### config.mk
export PLATFORM = sky130hd
export DESIGN_NAME = prio_shreg
export DESIGN_NICKNAME = d
export VERILOG_FILES = /design/src/rtl/prio_shreg.sv
export SDC_FILE = /design/constraint.sdc
export NUM_CORES = 1
export LEC_CHECK = 0
export BUFFER_PORTS_ARGS = -buffer_cell sky130_fd_sc_hd__buf_2
export CAP_MARGIN = 15
export CORE_AREA = 2 2 39 41
export CTS_BUF_LIST = sky130_fd_sc_hd__clkbuf_2 sky130_fd_sc_hd__clkbuf_4 sky130_fd_sc_hd__clkbuf_8
export DETAILED_ROUTE_END_ITERATION = 8
export DIE_AREA = 0 0 41 43
export GPL_TIMING_DRIVEN = 0
export PLACE_DENSITY = 0.53
export SYNTH_ARGS = -nofsm -noshare
export SYNTH_HDL_FRONTEND = slang
export SYNTH_SLANG_ARGS = --single-unit
### constraint.sdc
create_clock -name clk -period 0.9 [get_ports clk]
set_input_delay 0.045 -clock clk [delete_from_list [all_inputs] [get_ports clk]]
set_output_delay 0.045 -clock clk [all_outputs]
set_load 0.03 [all_outputs]
### src/rtl/prio_shreg.sv
module prio_shreg #(
  parameter int WIDTH = 4
) (
  input  logic             clk,
  input  logic             rst,
  input  logic             load,
  input  logic             shift_r,
  input  logic             shift_l,
  input  logic             ser_r,
  input  logic             ser_l,
  input  logic [WIDTH-1:0] din,
  output logic [1:0]       mode,
  output logic [WIDTH-1:0] q
);
  logic [WIDTH-1:0] nxt;

  assign mode[1] = ~load & (shift_r | shift_l);
  assign mode[0] = load | (~shift_r & shift_l);

  always_comb begin
    case (mode)
      2'b01:   nxt = din;
      2'b10:   nxt = {ser_r, q[WIDTH-1:1]};
      2'b11:   nxt = {q[WIDTH-2:0], ser_l};
      default: nxt = q;
    endcase
  end

  always_ff @(posedge clk) begin
    if (rst) q <= '0;
    else     q <= nxt;
  end
endmodule


==> results of run 1 <==
==> cells in the mapped netlist (all sizes together) <==
library cell	number	area share [%]
a21oi	4	8.2
dfxtp	4	33
nor3	4	8.2
o22ai	4	10
or3b	4	14
nand2b	3	7.7
inv	2	3.1
nor2	2	3.1
buf	1	4.6
o21ai	1	2.0
or2b	1	3.1
or3	1	2.6
==> metrics by stage <==
step	utilization (%)	cells	hold slack (ps)	setup slack [ps]	TNS, ps
floorplan	-	31	114	-93.6	-277
global placement	25.7	63	267	-109	-359
detailed placement	25.7	63	265	-113	-325
CTS	28.8	68	97.6	-108	-283
global route	30.1	68	103	-158	-406
finish	30.1	68	86.5	-134	-358
==> layer usage <==
layer  wire length, um  vias to the layer above  GRT usage, %
li1                  -                      154             -
met1               322                      136          12.5
met2               409                       17          12.5
met3                75                        0          3.14
met4                 0                        0          10.0
met5                 0                        -             0
==> layout make-up <==
class,count,share of cell area [%]
tap,16,4.80
sequential,4,21.9
inverter,2,1.80
timing repair buffer,17,21.6
clock buffer,4,7.21
multi-input combinational,24,39.9
buffer,1,2.70
==> power by group <==
| part | internal (W) | leakage [nW] | switching [W] | total (W) |
|---|---|---|---|---|
| registers | 0.000192 | 0.0351 | 0.0000122 | 0.000204 |
| clock network | 0.000198 | 0.0184 | 0.0000932 | 0.000291 |
| logic | 0.0000718 | 0.137 | 0.000103 | 0.000174 |
==> logic make-up (layout without fill, tap and decap cells) <==
| family | count (synthesis) | in the layout | share of synthesized area (%) |
|---|---|---|---|
| buf+inv | 3 | 24 | 7.69 |
| compound gates | 9 | 9 | 20.5 |
| simple gates | 15 | 15 | 39.0 |
| flops | 4 | 4 | 32.8 |
==> critical path, cell delays in order, from the launching register on <==
cell	delay, ps
dfxtp_4	340
or3b_1	370
a21oi_2	160
nor3_2	50
==> what timing repair did <==
| action | CTS | global route |
|---|---|---|
| hold buffers | 1 | 0 |
| setup buffers | 0 | 0 |
| endpoints found under the setup margin | 3 | 3 |
| hold endpoints to repair | 1 | 0 |
| cloned | 0 | 0 |
| resized for setup | 1 | 4 |
==> worst min path at each step <==
stage | endpoint | slack [ps]
2_1_floorplan | q[0] | 110
3_3_place_gp | q[2] | 270
3_5_place_dp | q[1] | 270
4_1_cts | q[1] | 100
5_1_grt | q[1] | 100
6_report | q[1] | 90
==> key figures, run 1 <==
Run status
  – Status: finished with violations
  – Violated checks: setup timing

Setup path
  – Reg2Reg Launch Point: q[0]
  – Critical Path Start: q[0]
  – Critical path required time: about 1000 ps
  – Critical Path End Type: flip-flop
  – Flop2flop setup slack: -130 ps
  – Crit Reg-Reg Endpoint: q[1]
  – Crit-path max FO: 3
  – Setup crit end: q[1]
  – Crit Path Category: reg2reg
  – Critical path arrival: 1170 ps
  – FF-to-FF path depth: 3
  – Worst Setup Start Kind: flip-flop

Timing
  – Final Slew Violations: 0
  – Final WS setup: -134 ps
  – Slew @ Worst Pin: 193 ps
  – Rel. slew slack: 87.1%
  – Hold Vio Cnt, Final: 0
  – Fin crit share: 115%
  – Crit path time final: 1030 ps
  – Unrepaired setup endpoints after global routing: yes
  – FMAX: slightly below 1000 MHz
  – Setup Skew: just under 10 ps
  – Final setup violation count: 3

Logic synthesis
  – Mapped cell area: 244 um2
  – Synth cell types: 12
  – Yosys warning total: 0
  – Syn_nets: 42
  – Yosys reg bits: 4
  – Sequential area share after synthesis: 32.8%
  – Post-Synthesis Cells: 31
  – Avg Cell Area, Syn: 7.87 um2

Floorplan
  – Rows: 14
  – Die H: 43 um
  – Io pins: 17
  – Die area: 1760 um2
  – Core area: between 1000 and 1500 um2
  – Initial Utilization: between 15 and 20%
  – Die Wd: between 40 and 50 um

Placement
  – DP HPWL: roughly 530 um
  – Placed inst area: 355 um2
  – RePlAce Congestion: 0.636
  – I/O Buffers: 16

Layout
  – Top Registers: q x4
  – Area of the multi-input gates: 166 um2
  – Fraction of layout cells with a size suffix above 1: around 56%
  – Largest register FFs: 4
  – Synth-to-Final Area Change: 70.8%
  – Commonest non-fill, non-tap cell in the layout: buf_2
  – Register Area: 91.3 um2
  – Most frequent cells in the layout: buf_2, or3b_1, o22ai_1, clkbuf_4
  – Reg with most FFs: q
  – Fill cell count: between 150 and 200
  – N_diodes: 0
  – Final std cell area, no fill: 417 um2
  – Fin nets: 64

Global routing
  – Initial antenna violation count: 0
  – First-pass GRT wire length: 1100 um
  – Grt ovf: 0
  – Pin count of the biggest net entering global routing: 11
  – Vias in the first global route: 268
  – Gr usage total: about a tenth

Power
  – Leakage: 0.191 nW
  – Pwr dens: 1610 nW/um2
  – VDD IR-drop max: 0.456 mV
  – PnR Total Power: between 0.0006 and 0.0007 W

Drt
  – DR vias: 307
  – ANT nets after route: 0
  – DRC Markers: 0
  – WL per Instance: 11.9 um
  – Detailed Route WL: 807 um
  – DR iter-0 viols: 6
  – DRT Pass-1 Iters: 4
  – Via density: 4.51

Clocking
  – Clk slew on worst S/H paths: ~50 ps
  – Clk root buf: clkbuf_4
  – CTS tree: built
  – Longest Clk Path Bufs: 2
  – TritonCTS Buffers: 3
  – H-tree depth: 1
  – Clock latency on the worst-skew pair: 240 ps
  – TritonCTS Sinks: 4

Min path
  – Start point of the worst hold path: din[1]
  – HP Class: in2reg
  – Hold Path Stages: 3

Run
  – Max cap viols: 0
No activity file was read; power rests on OpenSTA's default activity.
==> run 2, diff against run 1 <==
--- a/config.mk
+++ b/config.mk
@@ -12,7 +12,7 @@
 export DETAILED_ROUTE_END_ITERATION = 8
 export DIE_AREA = 0 0 41 43
 export GPL_TIMING_DRIVEN = 0
-export PLACE_DENSITY = 0.53
+export PLACE_DENSITY = 0.52
 export SYNTH_ARGS = -nofsm -noshare
 export SYNTH_HDL_FRONTEND = slang
 export SYNTH_SLANG_ARGS = --single-unit
==> constraint.sdc (replaced) <==
create_clock -name clk -period 1.25 [get_ports clk]
set_input_delay 0.0625 -clock clk [delete_from_list [all_inputs] [get_ports clk]]
set_output_delay 0.0625 -clock clk [all_outputs]
set_load 0.03 [all_outputs]
==> run 2 against run 1 <==
  * The run now ends clean
  * Non-clock buffer count is 1 lower
  * First-iteration DRC count decreased by 17%
  * Design area shrank 12%
  * Flip-flop and latch count unchanged
  * Die area is the same
  * Register-to-register slack improved by 360 ps
  * Sequential share of layout area is 0.079 points lower
  * Sequential power shrank 28%
  * Maximum frequency grew 0.70%
  * Global-route usage is 1.4 points lower
  * Setup slack better by 360 ps
==> key figures, run 2 (same netlist as run 1, synthesis figures left out) <==
Timing
  – Setup Skew: 0.611 ps (-9.02 ps)
  – Fin crit share: 82.1% (-33 points)
  – Slew @ Worst Pin: 157 ps (-35.6 ps)
  – Hold Vio Cnt, Final: 0 (unchanged)
  – Crit path time final: 1030 ps (-7.18 ps)
  – FMAX: 974 MHz (+0.70%)
  – Rel. slew slack: 89.4% (+2.4 points)
  – Final Slew Violations: 0 (unchanged)
  – Final setup violation count: 0 (-3)
  – Final TNS setup: 0 ps (+358 ps)
  – WHS: 47.2 ps (-39.3 ps)
  – Unrepaired setup endpoints after global routing: no
  – Final WS setup: 223 ps (+357 ps)

Floorplan
  – Rows: 14 (unchanged)
  – Io pins: 17 (unchanged)
  – Core area: 1380 um2 (unchanged)
  – Initial Utilization: 17.6% (unchanged)
  – Die area: 1760 um2 (unchanged)
  – Die Wd: 41 um (unchanged)
  – Die H: 43 um (unchanged)

Layout
  – Commonest non-fill, non-tap cell in the layout: buf_2
  – Synth-to-Final Area Change: 50.3%
  – Reg with most FFs: q
  – Top Registers: q x4
  – Fin nets: 63 (-1.6%)
  – N_diodes: 0 (unchanged)
  – Fraction of layout cells with a size suffix above 1: 40.0% (-16 points)
  – Largest register FFs: 4 (unchanged)

Setup path
  – FF-to-FF path depth: 3 (unchanged)
  – Critical Path Start: q[1]
  – Crit Reg-Reg Endpoint: q[2]
  – Crit-path max FO: 4 (+1)
  – Crit Path Category: reg2reg
  – Flop2flop setup slack: 220 ps (+360 ps)
  – Critical Path End Type: flip-flop
  – Setup crit end: q[2]
  – Worst Setup Start Kind: flip-flop
  – Reg2Reg Launch Point: q[1]
  – Critical path arrival: 1160 ps (about the same)
  – Critical path required time: 1380 ps (+340 ps)

Clocking
  – CTS tree: built
  – CTS resizes: 0 (-1)
  – Post-CTS Hold Fix Bufs: 0 (-1)
  – H-tree depth: 1 (unchanged)
  – Clk root buf: clkbuf_4
  – Longest Clk Path Bufs: 2 (unchanged)
  – TritonCTS Sinks: 4 (unchanged)
  – Clock latency on the worst-skew pair: 240 ps (about the same)
  – TritonCTS Buffers: 3 (unchanged)
  – Setup bufs post-CTS: 0 (unchanged)
  – Clk slew on worst S/H paths: 40 ps (about the same)

Placement
  – DP HPWL: 526 um (-1.6%)
  – RePlAce Congestion: 0.733 (+15%)
  – I/O Buffers: 16 (unchanged)
  – Place WS: 226 ps (+340 ps)

Drt
  – DR vias: 291 (-5.2%)
  – Detailed Route WL: 669 um (-17%)
  – DRT Pass-1 Iters: 3 (-1)
  – WL per Instance: 10.1 um (-15%)
  – ANT nets after route: 0 (unchanged)
  – Via density: 4.41 (-2.3%)
  – DRC Markers: 0 (unchanged)
  – DR iter-0 viols: 5 (-1)

Power
  – Pwr dens: 1160 nW/um2 (-28%)
  – VDD IR-drop max: 0.357 mV (-22%)
  – Leakage: 0.178 nW (-6.8%)

Run
  – Max cap viols: 0 (unchanged)

Global routing
  – Gr usage total: 8.63% (-1.4 points)
  – Initial antenna violation count: 0 (unchanged)
  – Vias in the first global route: 248 (-7.5%)
  – Pin count of the biggest net entering global routing: 11 (unchanged)
  – First-pass GRT wire length: 993 um (-9.5%)
  – Grt ovf: 0 (unchanged)

Run status
  – Status: finished clean

Min path
  – HP Class: in2reg
-- run 2: power by group --
group          internal [W]  switching (W)
clock network      0.000108      0.0000583
logic             0.0000462      0.0000655
registers          0.000139     0.00000809
-- run 2: critical path, stage by stage, from the launching register on --
cell     delay [ps]
dfxtp_1         320
or3b_1          370
a21oi_1         160
nor3_1           70
-- run 2: how the worst min path moves through the flow --
stage	end	cells after the start	from
CTS	q[3]	2	rst
global placement	q[2]	2	rst
finish	q[3]	2	rst
floorplan	q[0]	1	rst
global route	q[3]	2	rst
detailed placement	q[1]	2	rst
-- run 2: cell type report --
type / count / area (um2)
clock buffer: 3 / 22.5
fill: 162 / 1020
inverter: 2 / 7.51
tap: 16 / 20.0
sequential: 4 / 80.1
timing repair buffer: 16 / 80.1
multi-input combinational: 24 / 145
buffer: 1 / 11.3
-- run 2: layer usage --
metal	routed length [um]	share of wire, %	up-vias	GRT usage [%]
met2	275	41	12	10.9
met4	23	3.4	0	6.00
met5	0	0	-	0
met1	313	47	124	11.5
li1	-	-	153	-
met3	56	8.4	2	3.14
-- run 2: stage by stage --
step,utilization (%),total power [W],instance area [um2],cells
floorplan,-,0.000219,244,31
CTS,26.5,0.000432,367,66
global placement,24.9,0.000261,344,63
finish,26.5,0.000425,367,66
global route,26.5,0.000452,367,66
detailed placement,24.9,0.000262,344,63
